--- src/rtl/spi_cs_gen_pkg.sv ---
package spi_cs_gen_pkg;

    // Bit positions inside the control word, decoded by the field decoder.
    localparam int unsigned POL_BIT    = 4;
    localparam int unsigned SEL_LSB    = 12;
    localparam int unsigned MANUAL_BIT = 16;
    localparam int unsigned LEVEL_BIT  = 17;

    typedef enum logic [1:0] {
        ST_IDLE   = 2'd0,
        ST_XFER   = 2'd1,
        ST_MANUAL = 2'd2
    } cs_state_e;

endpackage

--- src/rtl/spi_cs_field_decode.sv ---
module spi_cs_field_decode
    import spi_cs_gen_pkg::*;
#(
    parameter int unsigned CTRL_W = 32,
    parameter int unsigned SEL_W  = 2
) (
    input  logic [CTRL_W-1:0] ctrl_word_i,
    output logic [SEL_W-1:0]  sel_idx_o,
    output logic              manual_en_o,
    output logic              manual_lvl_o,
    output logic              pol_low_o
);

    assign sel_idx_o    = ctrl_word_i[SEL_LSB +: SEL_W];
    assign manual_en_o  = ctrl_word_i[MANUAL_BIT];
    assign manual_lvl_o = ctrl_word_i[LEVEL_BIT];
    assign pol_low_o    = ctrl_word_i[POL_BIT];

endmodule

--- src/rtl/spi_cs_seq_fsm.sv ---
module spi_cs_seq_fsm
    import spi_cs_gen_pkg::*;
#(
    parameter int unsigned SEL_W = 2
) (
    input  logic             clk_i,
    input  logic             rst_ni,
    input  logic [SEL_W-1:0] sel_idx_i,
    input  logic             manual_en_i,
    input  logic             busy_i,
    output cs_state_e        state_d_o,
    output logic [SEL_W-1:0] drive_idx_o
);

    cs_state_e        state_q, state_d;
    logic [SEL_W-1:0] tgt_q, tgt_d;

    // Next-state and target capture.
    always_comb begin
        state_d = state_q;
        tgt_d   = tgt_q;
        unique case (state_q)
            ST_IDLE: begin
                if (manual_en_i) begin
                    state_d = ST_MANUAL;                 // TAKEOVER
                end else if (busy_i) begin
                    state_d = ST_XFER;                   // START
                    tgt_d   = sel_idx_i;
                end
            end
            ST_XFER: begin
                if (manual_en_i) begin
                    state_d = ST_MANUAL;                 // TAKEOVER
                end else if (!busy_i) begin
                    state_d = ST_IDLE;                   // FINISH
                end
            end
            ST_MANUAL: begin
                if (!manual_en_i) begin
                    if (busy_i) begin
                        state_d = ST_XFER;               // RELEASE_XFER
                        tgt_d   = sel_idx_i;
                    end else begin
                        state_d = ST_IDLE;               // RELEASE_IDLE
                    end
                end
            end
            default: begin
                state_d = ST_IDLE;
            end
        endcase
    end

    // State register.
    always_ff @(posedge clk_i or negedge rst_ni) begin
        if (!rst_ni) begin
            state_q <= ST_IDLE;
            tgt_q   <= '0;
        end else begin
            state_q <= state_d;
            tgt_q   <= tgt_d;
        end
    end

    assign state_d_o   = state_d;
    assign drive_idx_o = (state_d == ST_MANUAL) ? sel_idx_i : tgt_d;

endmodule

--- src/rtl/spi_cs_pin_drive.sv ---
module spi_cs_pin_drive
    import spi_cs_gen_pkg::*;
#(
    parameter int unsigned NUM_CS = 4,
    parameter int unsigned SEL_W  = 2
) (
    input  logic              clk_i,
    input  logic              rst_ni,
    input  cs_state_e         state_d_i,
    input  logic [SEL_W-1:0]  drive_idx_i,
    input  logic              manual_lvl_i,
    input  logic              pol_low_i,
    output logic [NUM_CS-1:0] pins_o
);

    for (genvar gi = 0; gi < NUM_CS; gi++) begin : g_line
        localparam logic [SEL_W-1:0] LINE_IDX = SEL_W'(gi);
        logic line_d;
        logic line_q;

        always_comb begin
            line_d = pol_low_i;
            if (drive_idx_i == LINE_IDX) begin
                unique case (state_d_i)
                    ST_XFER:   line_d = ~pol_low_i;
                    ST_MANUAL: line_d = manual_lvl_i;
                    default:   line_d = pol_low_i;
                endcase
            end
        end

        always_ff @(posedge clk_i or negedge rst_ni) begin
            if (!rst_ni) begin
                line_q <= 1'b0;
            end else begin
                line_q <= line_d;
            end
        end

        assign pins_o[gi] = line_q;
    end

endmodule

--- src/rtl/spi_cs_gen.sv ---
module spi_cs_gen
    import spi_cs_gen_pkg::*;
#(
    parameter int unsigned NUM_CS = 4,
    parameter int unsigned CTRL_W = 32
) (
    input  logic              clk_i,
    input  logic              rst_ni,
    input  logic [CTRL_W-1:0] ctrl_word_i,
    input  logic              xfer_busy_i,
    output logic [NUM_CS-1:0] cs_pins_o
);

    localparam int unsigned SEL_W = (NUM_CS > 1) ? $clog2(NUM_CS) : 1;

    logic [SEL_W-1:0] sel_idx;
    logic             manual_en;
    logic             manual_lvl;
    logic             pol_low;
    cs_state_e        state_d;
    logic [SEL_W-1:0] drive_idx;

    spi_cs_field_decode #(
        .CTRL_W (CTRL_W),
        .SEL_W  (SEL_W)
    ) u_decode (
        .ctrl_word_i  (ctrl_word_i),
        .sel_idx_o    (sel_idx),
        .manual_en_o  (manual_en),
        .manual_lvl_o (manual_lvl),
        .pol_low_o    (pol_low)
    );

    spi_cs_seq_fsm #(
        .SEL_W (SEL_W)
    ) u_fsm (
        .clk_i       (clk_i),
        .rst_ni      (rst_ni),
        .sel_idx_i   (sel_idx),
        .manual_en_i (manual_en),
        .busy_i      (xfer_busy_i),
        .state_d_o   (state_d),
        .drive_idx_o (drive_idx)
    );

    spi_cs_pin_drive #(
        .NUM_CS (NUM_CS),
        .SEL_W  (SEL_W)
    ) u_drive (
        .clk_i        (clk_i),
        .rst_ni       (rst_ni),
        .state_d_i    (state_d),
        .drive_idx_i  (drive_idx),
        .manual_lvl_i (manual_lvl),
        .pol_low_i    (pol_low),
        .pins_o       (cs_pins_o)
    );

endmodule

--- config.mk ---
export PLATFORM = sky130hd
export DESIGN_NAME = spi_cs_gen
export DESIGN_NICKNAME = d
export VERILOG_FILES = /design/src/rtl/spi_cs_gen_pkg.sv /design/src/rtl/spi_cs_field_decode.sv /design/src/rtl/spi_cs_seq_fsm.sv /design/src/rtl/spi_cs_pin_drive.sv /design/src/rtl/spi_cs_gen.sv
export SDC_FILE = /design/constraint.sdc
export NUM_CORES = 1
export LEC_CHECK = 0
export ABC_AREA = 1
export BUFFER_PORTS_ARGS = -buffer_cell sky130_fd_sc_hd__buf_2
export CORE_AREA = 2 2 39 41
export DETAILED_ROUTE_END_ITERATION = 6
export DIE_AREA = 0 0 41 43
export GPL_TIMING_DRIVEN = 1
export MAX_ROUTING_LAYER = met4
export PLACE_DENSITY = 0.8
export SLEW_MARGIN = 20
export SYNTH_ARGS = -nofsm -noshare
export SYNTH_HDL_FRONTEND = slang
export SYNTH_SLANG_ARGS = --single-unit
--- constraint.sdc ---
create_clock -name clk_i -period 2.1 [get_ports clk_i]
set_input_delay 0.105 -clock clk_i [delete_from_list [all_inputs] [get_ports clk_i]]
set_output_delay 0.105 -clock clk_i [all_outputs]
set_load 0.01 [all_outputs]
==> flow_summary_export.csv, run 1 <==
group,metric,value,unit
run_status,status,"finished clean",
final_layout,final_nets,120,
global_routing,grt_antenna_before_repair,0,
yosys,synth_ff_type,"dfrtp_1",
placement,dp_slack,512,ps
setup_path,required,2240,ps
sta,skew,8.26,ps
global_routing,overflow,0,
die,core,0.00138,mm²
global_routing,grt_max_degree,9,
yosys,ys_seq_area_share,38.5,%
yosys,synth-edff-count,0,
yosys,yosysWarnings,0,
setup_path,path_max_fanout,6,
placement,place_congestion,0.697,
detailed_routing,antenna_left,0,
sta,min_period,1600,ps
yosys,ys_top_cells_by_area,"dfrtp_1 38%, nand2_1 17%, nand3_1 5.8%",
yosys,async_flop_share,100,%
yosys,synth_seq_cells,8,
die,start_util,37.6,%
die,io_pins,39,
final_layout,area_delta_synth_final,14.9,%
clock_network,postCtsSetupBuffers,0,
sta,hold_viol_final,0,
detailed_routing,drt-pass1-iter-count,4,
global_routing,grt_util_all_layers,15.0,%
yosys,syn_inst,70,
pwr,p_int,0.000282,W
die,dieArea,0.00176,mm²
pwr,p_sw_share,32.3,%
pwr,net-switching-power,0.000135,W
worst_hold_path,worstHoldPathType,"input pin to flip-flop",
pwr,ir_drop,0.208,mV
clock_network,root_buffer,"clkbuf_4",
setup_path,cp-start-kind,"flip-flop",
detailed_routing,vias,474,
sta,relSlewSlack,82.8,%
sta,whs,128,ps
detailed_routing,detail_route.wirelength,942,µm
sta,fin_crit_sh,76.3,%
die,die_h,43,µm
pwr,power_density,697,mW/mm²
setup_path,worstSetupPathType,"flip-flop to flip-flop",
detailed_routing,initialDrtViolationCount,6,
run,drv_cap,0,
sta,rsz0062_at_grt,"false",
global_routing,grt_pass1_vias,450,
die,dieWidth,41,µm
die,rows,14,
detailed_routing,wl_per_cell,9.71,µm
pwr,p_comb_share,27.6,%
yosys,synth_nets,107,
sta,fin_ws,497,ps
clock_network,cts_buffer_depth,2,
final_layout,fillerInstances,141,
clock_network,clk_latency,260,ps
final_layout,seqCellArea,200,µm²
yosys,netlist.area_leader.share,38.5,%
placement,place.port_buffers,11,
sta,final-max-slew-violation-count,0,
pwr,p_leak,0.338,nW
setup_path,cp.arrival,1750,ps
detailed_routing,drc,0,
final_layout,antenna_cells,0,
placement,dp_hpwl,757,µm
sta,finalSetupTns,0,ps
yosys,netlist_area,520,µm²
global_routing,grt_pass1_wl,1680,µm
sta,fmax,0.624,GHz
final_layout,multi_input_area,253,µm²
clock_network,h-tree-depth,1,
yosys,yosysTopAreaCell,"dfrtp_1",
sta,setup_viol,0,
detailed_routing,routed_via_density,4.89,
yosys,synth_most_common_cell,"nand2_1",
clock_network,cts_buffers,3,
yosys,synth.distinct_cells,13,
clock_network,cts_tree,"yes",
clock_network,clk_pin_slew_worst_paths,60,ps
pwr,pwr-share-seq,43.3,%
clock_network,clock-sinks,8,
yosys,synth_commonest_cells,"24 x nand2_1, 8 x dfrtp_1, 8 x inv_1",
yosys,syn_area_per_cell,7.44,µm²
sta,tightest_slew,257,ps
setup_path,end_kind,"flip-flop",
final_layout,layout-drive-gt1-share,29.6,%
pwr,clockPowerShare,29.1,%
==> layout make-up <==
class                      count  area share (%)
inverter                      10            6.28
tap                           16            3.35
timing repair buffer          12            10.9
multi-input combinational     48            42.3
clock buffer                   3            3.77
sequential                     8            33.5
==> kinds of logic after synthesis <==
logic type      synth area share, %
compound gates                 4.57
fa+ha+maj                      4.81
buf+inv                        13.0
flops                          38.5
simple gates                   39.2
==> critical path, cell delays in order, from the launching register on <==
cell     delay, ps
dfrtp_1        400
a21oi_1        230
inv_1           80
ha_1           270
inv_1          160
nand3_1        110
nand2_2         90
nand2_1         60
nand2_1         50
nand2_1         50
==> per-stage QoR <==
stage	total power [W]	cells	cell area, µm²	util [%]
global placement	0.000293	93	566	40.9
floorplan	0.000276	70	520	-
detailed placement	0.000299	93	566	40.9
CTS	0.000424	97	598	43.2
finish	0.000417	97	598	43.2
global route	0.000452	97	598	43.2
==> timing repair <==
| item | in CTS | in global routing |
|---|---|---|
| endpoints found under the hold margin | 8 | 0 |
| hold buffers | 1 | 0 |
| gates resized for setup | 0 | 0 |
==> path summary, 6_finish.rpt <==
check | startpoint | to | slack (ps) | cells past startpoint
max | u_fsm.state_q[0] | u_drive.g_line[3].line_q | 500 | 9
min | ctrl_word_i[4] | u_drive.g_line[2].line_q | 130 | 3
max reg2reg | u_fsm.state_q[0] | u_drive.g_line[3].line_q | 500 | 9
min reg2reg | u_fsm.state_q[1] | u_fsm.state_q[0] | 500 | 1
max in group asynchronous | rst_ni | u_drive.g_line[0].line_q | 1720 | 2
min in group asynchronous | rst_ni | u_fsm.tgt_q[1] | 210 | 2
==> registers in the layout (all words and copies together), names as in the netlist <==
signal	count
u_fsm.state_q	2
u_drive.g_line.line_q	4
u_fsm.tgt_q	2
==> power by group through the flow <==
| stage | registers [W] | logic (W) | clock network, W |
|---|---|---|---|
| 6_report | 0.000181 | 0.000115 | 0.000121 |
| 5_1_grt | 0.000184 | 0.000133 | 0.000135 |
| 4_1_cts | 0.000181 | 0.000117 | 0.000126 |
| 3_5_place_dp | 0.000184 | 0.000115 | 0 |
| 3_3_place_gp | 0.000182 | 0.000111 | 0 |
| 2_1_floorplan | 0.000182 | 0.0000938 | 0 |
==> per-layer routing <==
metal  wire, µm  part of all wire [%]  up-vias  track usage, %
met5          0                     0        -               -
met2        483                    51       11            22.5
met3         33                   3.5        5            3.14
li1           -                     -      243               -
met1        380                    40      215            15.9
met4         45                   4.8        0            12.0
==> cells in the final DEF (no fill, tap or decap), types with 2 or more instances in the layout <==
cell,n
nand2_2,4
nand4_1,4
a21oi_1,3
inv_2,2
clkbuf_4,3
inv_1,8
nand2_1,24
nand3_1,6
ha_1,2
dfrtp_1,8
nand3_2,3
buf_2,11
Note: power is estimated with default switching activity, not from simulation.
==> run 2, diff against run 1 <==
Settings changed: CORE_AREA 2 2 39 41 to not set, CORE_UTILIZATION set to 38, DIE_AREA 0 0 41 43 to not set, PLACE_DENSITY 0.8 to 0.79.
Clock period 2.1 ns to 1.6 ns, I/O delays scaled along.
==> flow_summary_export.csv, run 2 (synthesis gave the netlist of run 1 again) <==
group,metric,value,unit
run_status,status,"finished clean",
final_layout,antenna_cells,0,
clock_network,root_buffer,"clkbuf_4",
sta,final-max-slew-violation-count,0,
worst_hold_path,worstHoldPathType,"input pin to flip-flop",
global_routing,use_met2,31.7,%
final_layout,top_register,"u_drive.g_line.line_q",
setup_path,path_delay_family,"flip-flops",
global_routing,grt_pass1_wl,1800,µm
pwr,p_total,0.000559,W
final_layout,final_nets,122,
global_routing,grt_util_all_layers,19.1,%
sta,tightest_slew,196,ps
clock_network,cts_buffer_depth,2,
sta,rsz0062_at_grt,"false",
final_layout,multi_input_area,263,µm²
die,dieArea,0.00152,mm²
die,die_h,39.0,µm
pwr,power_density,901,mW/mm²
clock_network,clock-sinks,8,
final_layout,layout-drive-gt1-share,36.1,%
detailed_routing,vias,499,
die,start_util,43.9,%
global_routing,grt_util_met3,3.47,%
final_layout,reg_top3,"u_drive.g_line.line_q x4, u_fsm.state_q x2, u_fsm.tgt_q x2",
placement,place.port_buffers,11,
die,dieWidth,39.0,µm
setup_path,end_kind,"flip-flop",
sta,setup_viol,0,
die,core,0.00119,mm²
detailed_routing,drc,0,
clock_network,cts_tree,"yes",
die,io_pins,39,
global_routing,grt_pass1_vias,446,
setup_path,crit_path_frequent_cell,"nand2_1",
final_layout,largest_register_ffs,4,
detailed_routing,initialDrtViolationCount,13,
clock_network,clk_latency,260,ps
final_layout,fillerInstances,128,
placement,place_congestion,0.786,
final_layout,final_cell_mix,"24 x nand2_1, 11 x buf_2, 8 x dfrtp_1",
pwr,p_sw_share,32.8,%
final_layout,mostFrequentLayoutCell,"nand2_1",
sta,fin_crit_sh,92.6,%
setup_path,required,1740,ps
sta,hold_viol_final,0,
detailed_routing,routed_via_density,5.14,
die,rows,12,
global_routing,top_usage_layer,"met2",
clock_network,cts_buffers,3,
placement,dp_hpwl,857,µm
detailed_routing,antenna_left,0,
setup_path,critical_path_buf_inv_count,1,
setup_path,path_cells,"a21oi_2 > ha_2 > buf_4 > nand2_1 > nand2_2 > nand2_1 > nand2_1 > nand2_1",
sta,min_period,1480,ps
sta,relSlewSlack,86.9,%
pwr,p_int,0.000376,W
sta,finalSetupTns,0,ps
final_layout,seqCellArea,200,µm²
pwr,net-switching-power,0.000183,W
setup_path,worstSetupPathType,"flip-flop to flip-flop",
detailed_routing,detail_route.wirelength,1200,µm
setup_path,path_max_fanout,4,
clock_network,clk_pin_slew_worst_paths,60,ps
global_routing,grt_antenna_before_repair,0,
setup_path,cp-start-kind,"flip-flop",
global_routing,overflow,0,
detailed_routing,wl_per_cell,12.4,µm
global_routing,gr-usage-met1,20.4,%
sta,skew,6.97,ps
run,drv_cap,0,
setup_path,critical-path-max-stage-delay,420,ps
clock_network,h-tree-depth,1,
pwr,p_comb_share,29.2,%
global_routing,grt_max_degree,9,
setup_path,cp.arrival,1620,ps
pwr,p_leak,0.346,nW
sta,fmax,0.675,GHz
final_layout,area_delta_synth_final,19.2,%
pwr,clockPowerShare,27.8,%
pwr,ir_drop,0.422,mV
setup_path,crit_slowest_cell,"dfrtp_1",
pwr,pwr-share-seq,43.1,%
detailed_routing,drt-pass1-iter-count,4,
[run 2: cell types whose count changed in the layout (fill, tap and decap cells not counted), sizes merged]
cell	before	now
buf	11	13
[run 2: final timing paths]
kind | end | cells after the start | slack, ps | from
worst max-delay path | u_drive.g_line[1].line_q | 8 | 120 | u_fsm.state_q[1]
worst min-delay path | u_drive.g_line[3].line_q | 3 | 90 | ctrl_word_i[4]
worst max register to register | u_drive.g_line[1].line_q | 8 | 120 | u_fsm.state_q[1]
worst min register to register | u_fsm.tgt_q[1] | 2 | 520 | u_fsm.tgt_q[1]
max in group asynchronous | u_fsm.tgt_q[0] | 2 | 1220 | rst_ni
min in group asynchronous | u_fsm.tgt_q[1] | 2 | 200 | rst_ni
[run 2: area by class of cell]
type                       count  area share, %
multi-input combinational     48           42.3
sequential                     8           32.3
timing repair buffer          14           12.9
inverter                      10           6.05
clock buffer                   3           3.63
tap                           14           2.82
[run 2: tightest hold or removal path: stages]
cell and delay, ps:
buf_2 130, nand2_1 60, nand2_1 40
[run 2: power groups by stage]
stage	combinational, W	clock, W	sequential, W
4_1_cts	0.000161	0.000162	0.000239
2_1_floorplan	0.000123	0	0.000239
6_report	0.000163	0.000155	0.000241
5_1_grt	0.000184	0.000170	0.000242
3_3_place_gp	0.000150	0	0.000239
3_5_place_dp	0.000158	0	0.000242
[run 2: stage by stage]
step	worst slack, ps	cell area, µm²	cells	util [%]	hold slack (ps)
floorplan	161	520	70	-	-216
global placement	136	578	93	48.7	-70.3
detailed placement	57.8	578	93	48.7	-65.6
CTS	39.2	611	97	51.5	85.4
global route	34.5	621	97	52.3	100
finish	118	621	97	52.3	89.7
[run 2: what timing repair did]
item | CTS | global route
setup endpoints to repair | 0 | 4
setup buffers | 0 | 0
endpoints found under the hold margin | 8 | 0
gates resized for setup | 0 | 4
hold buffers | 1 | 0
[run 2: routing by layer]
| metal | vias to the layer above | share of wire (%) |
|---|---|---|
| met3 | 4 | 3.2 |
| met4 | 0 | 2.2 |
| met2 | 13 | 52 |
| li1 | 245 | - |
| met5 | - | 0 |
| met1 | 237 | 42 |
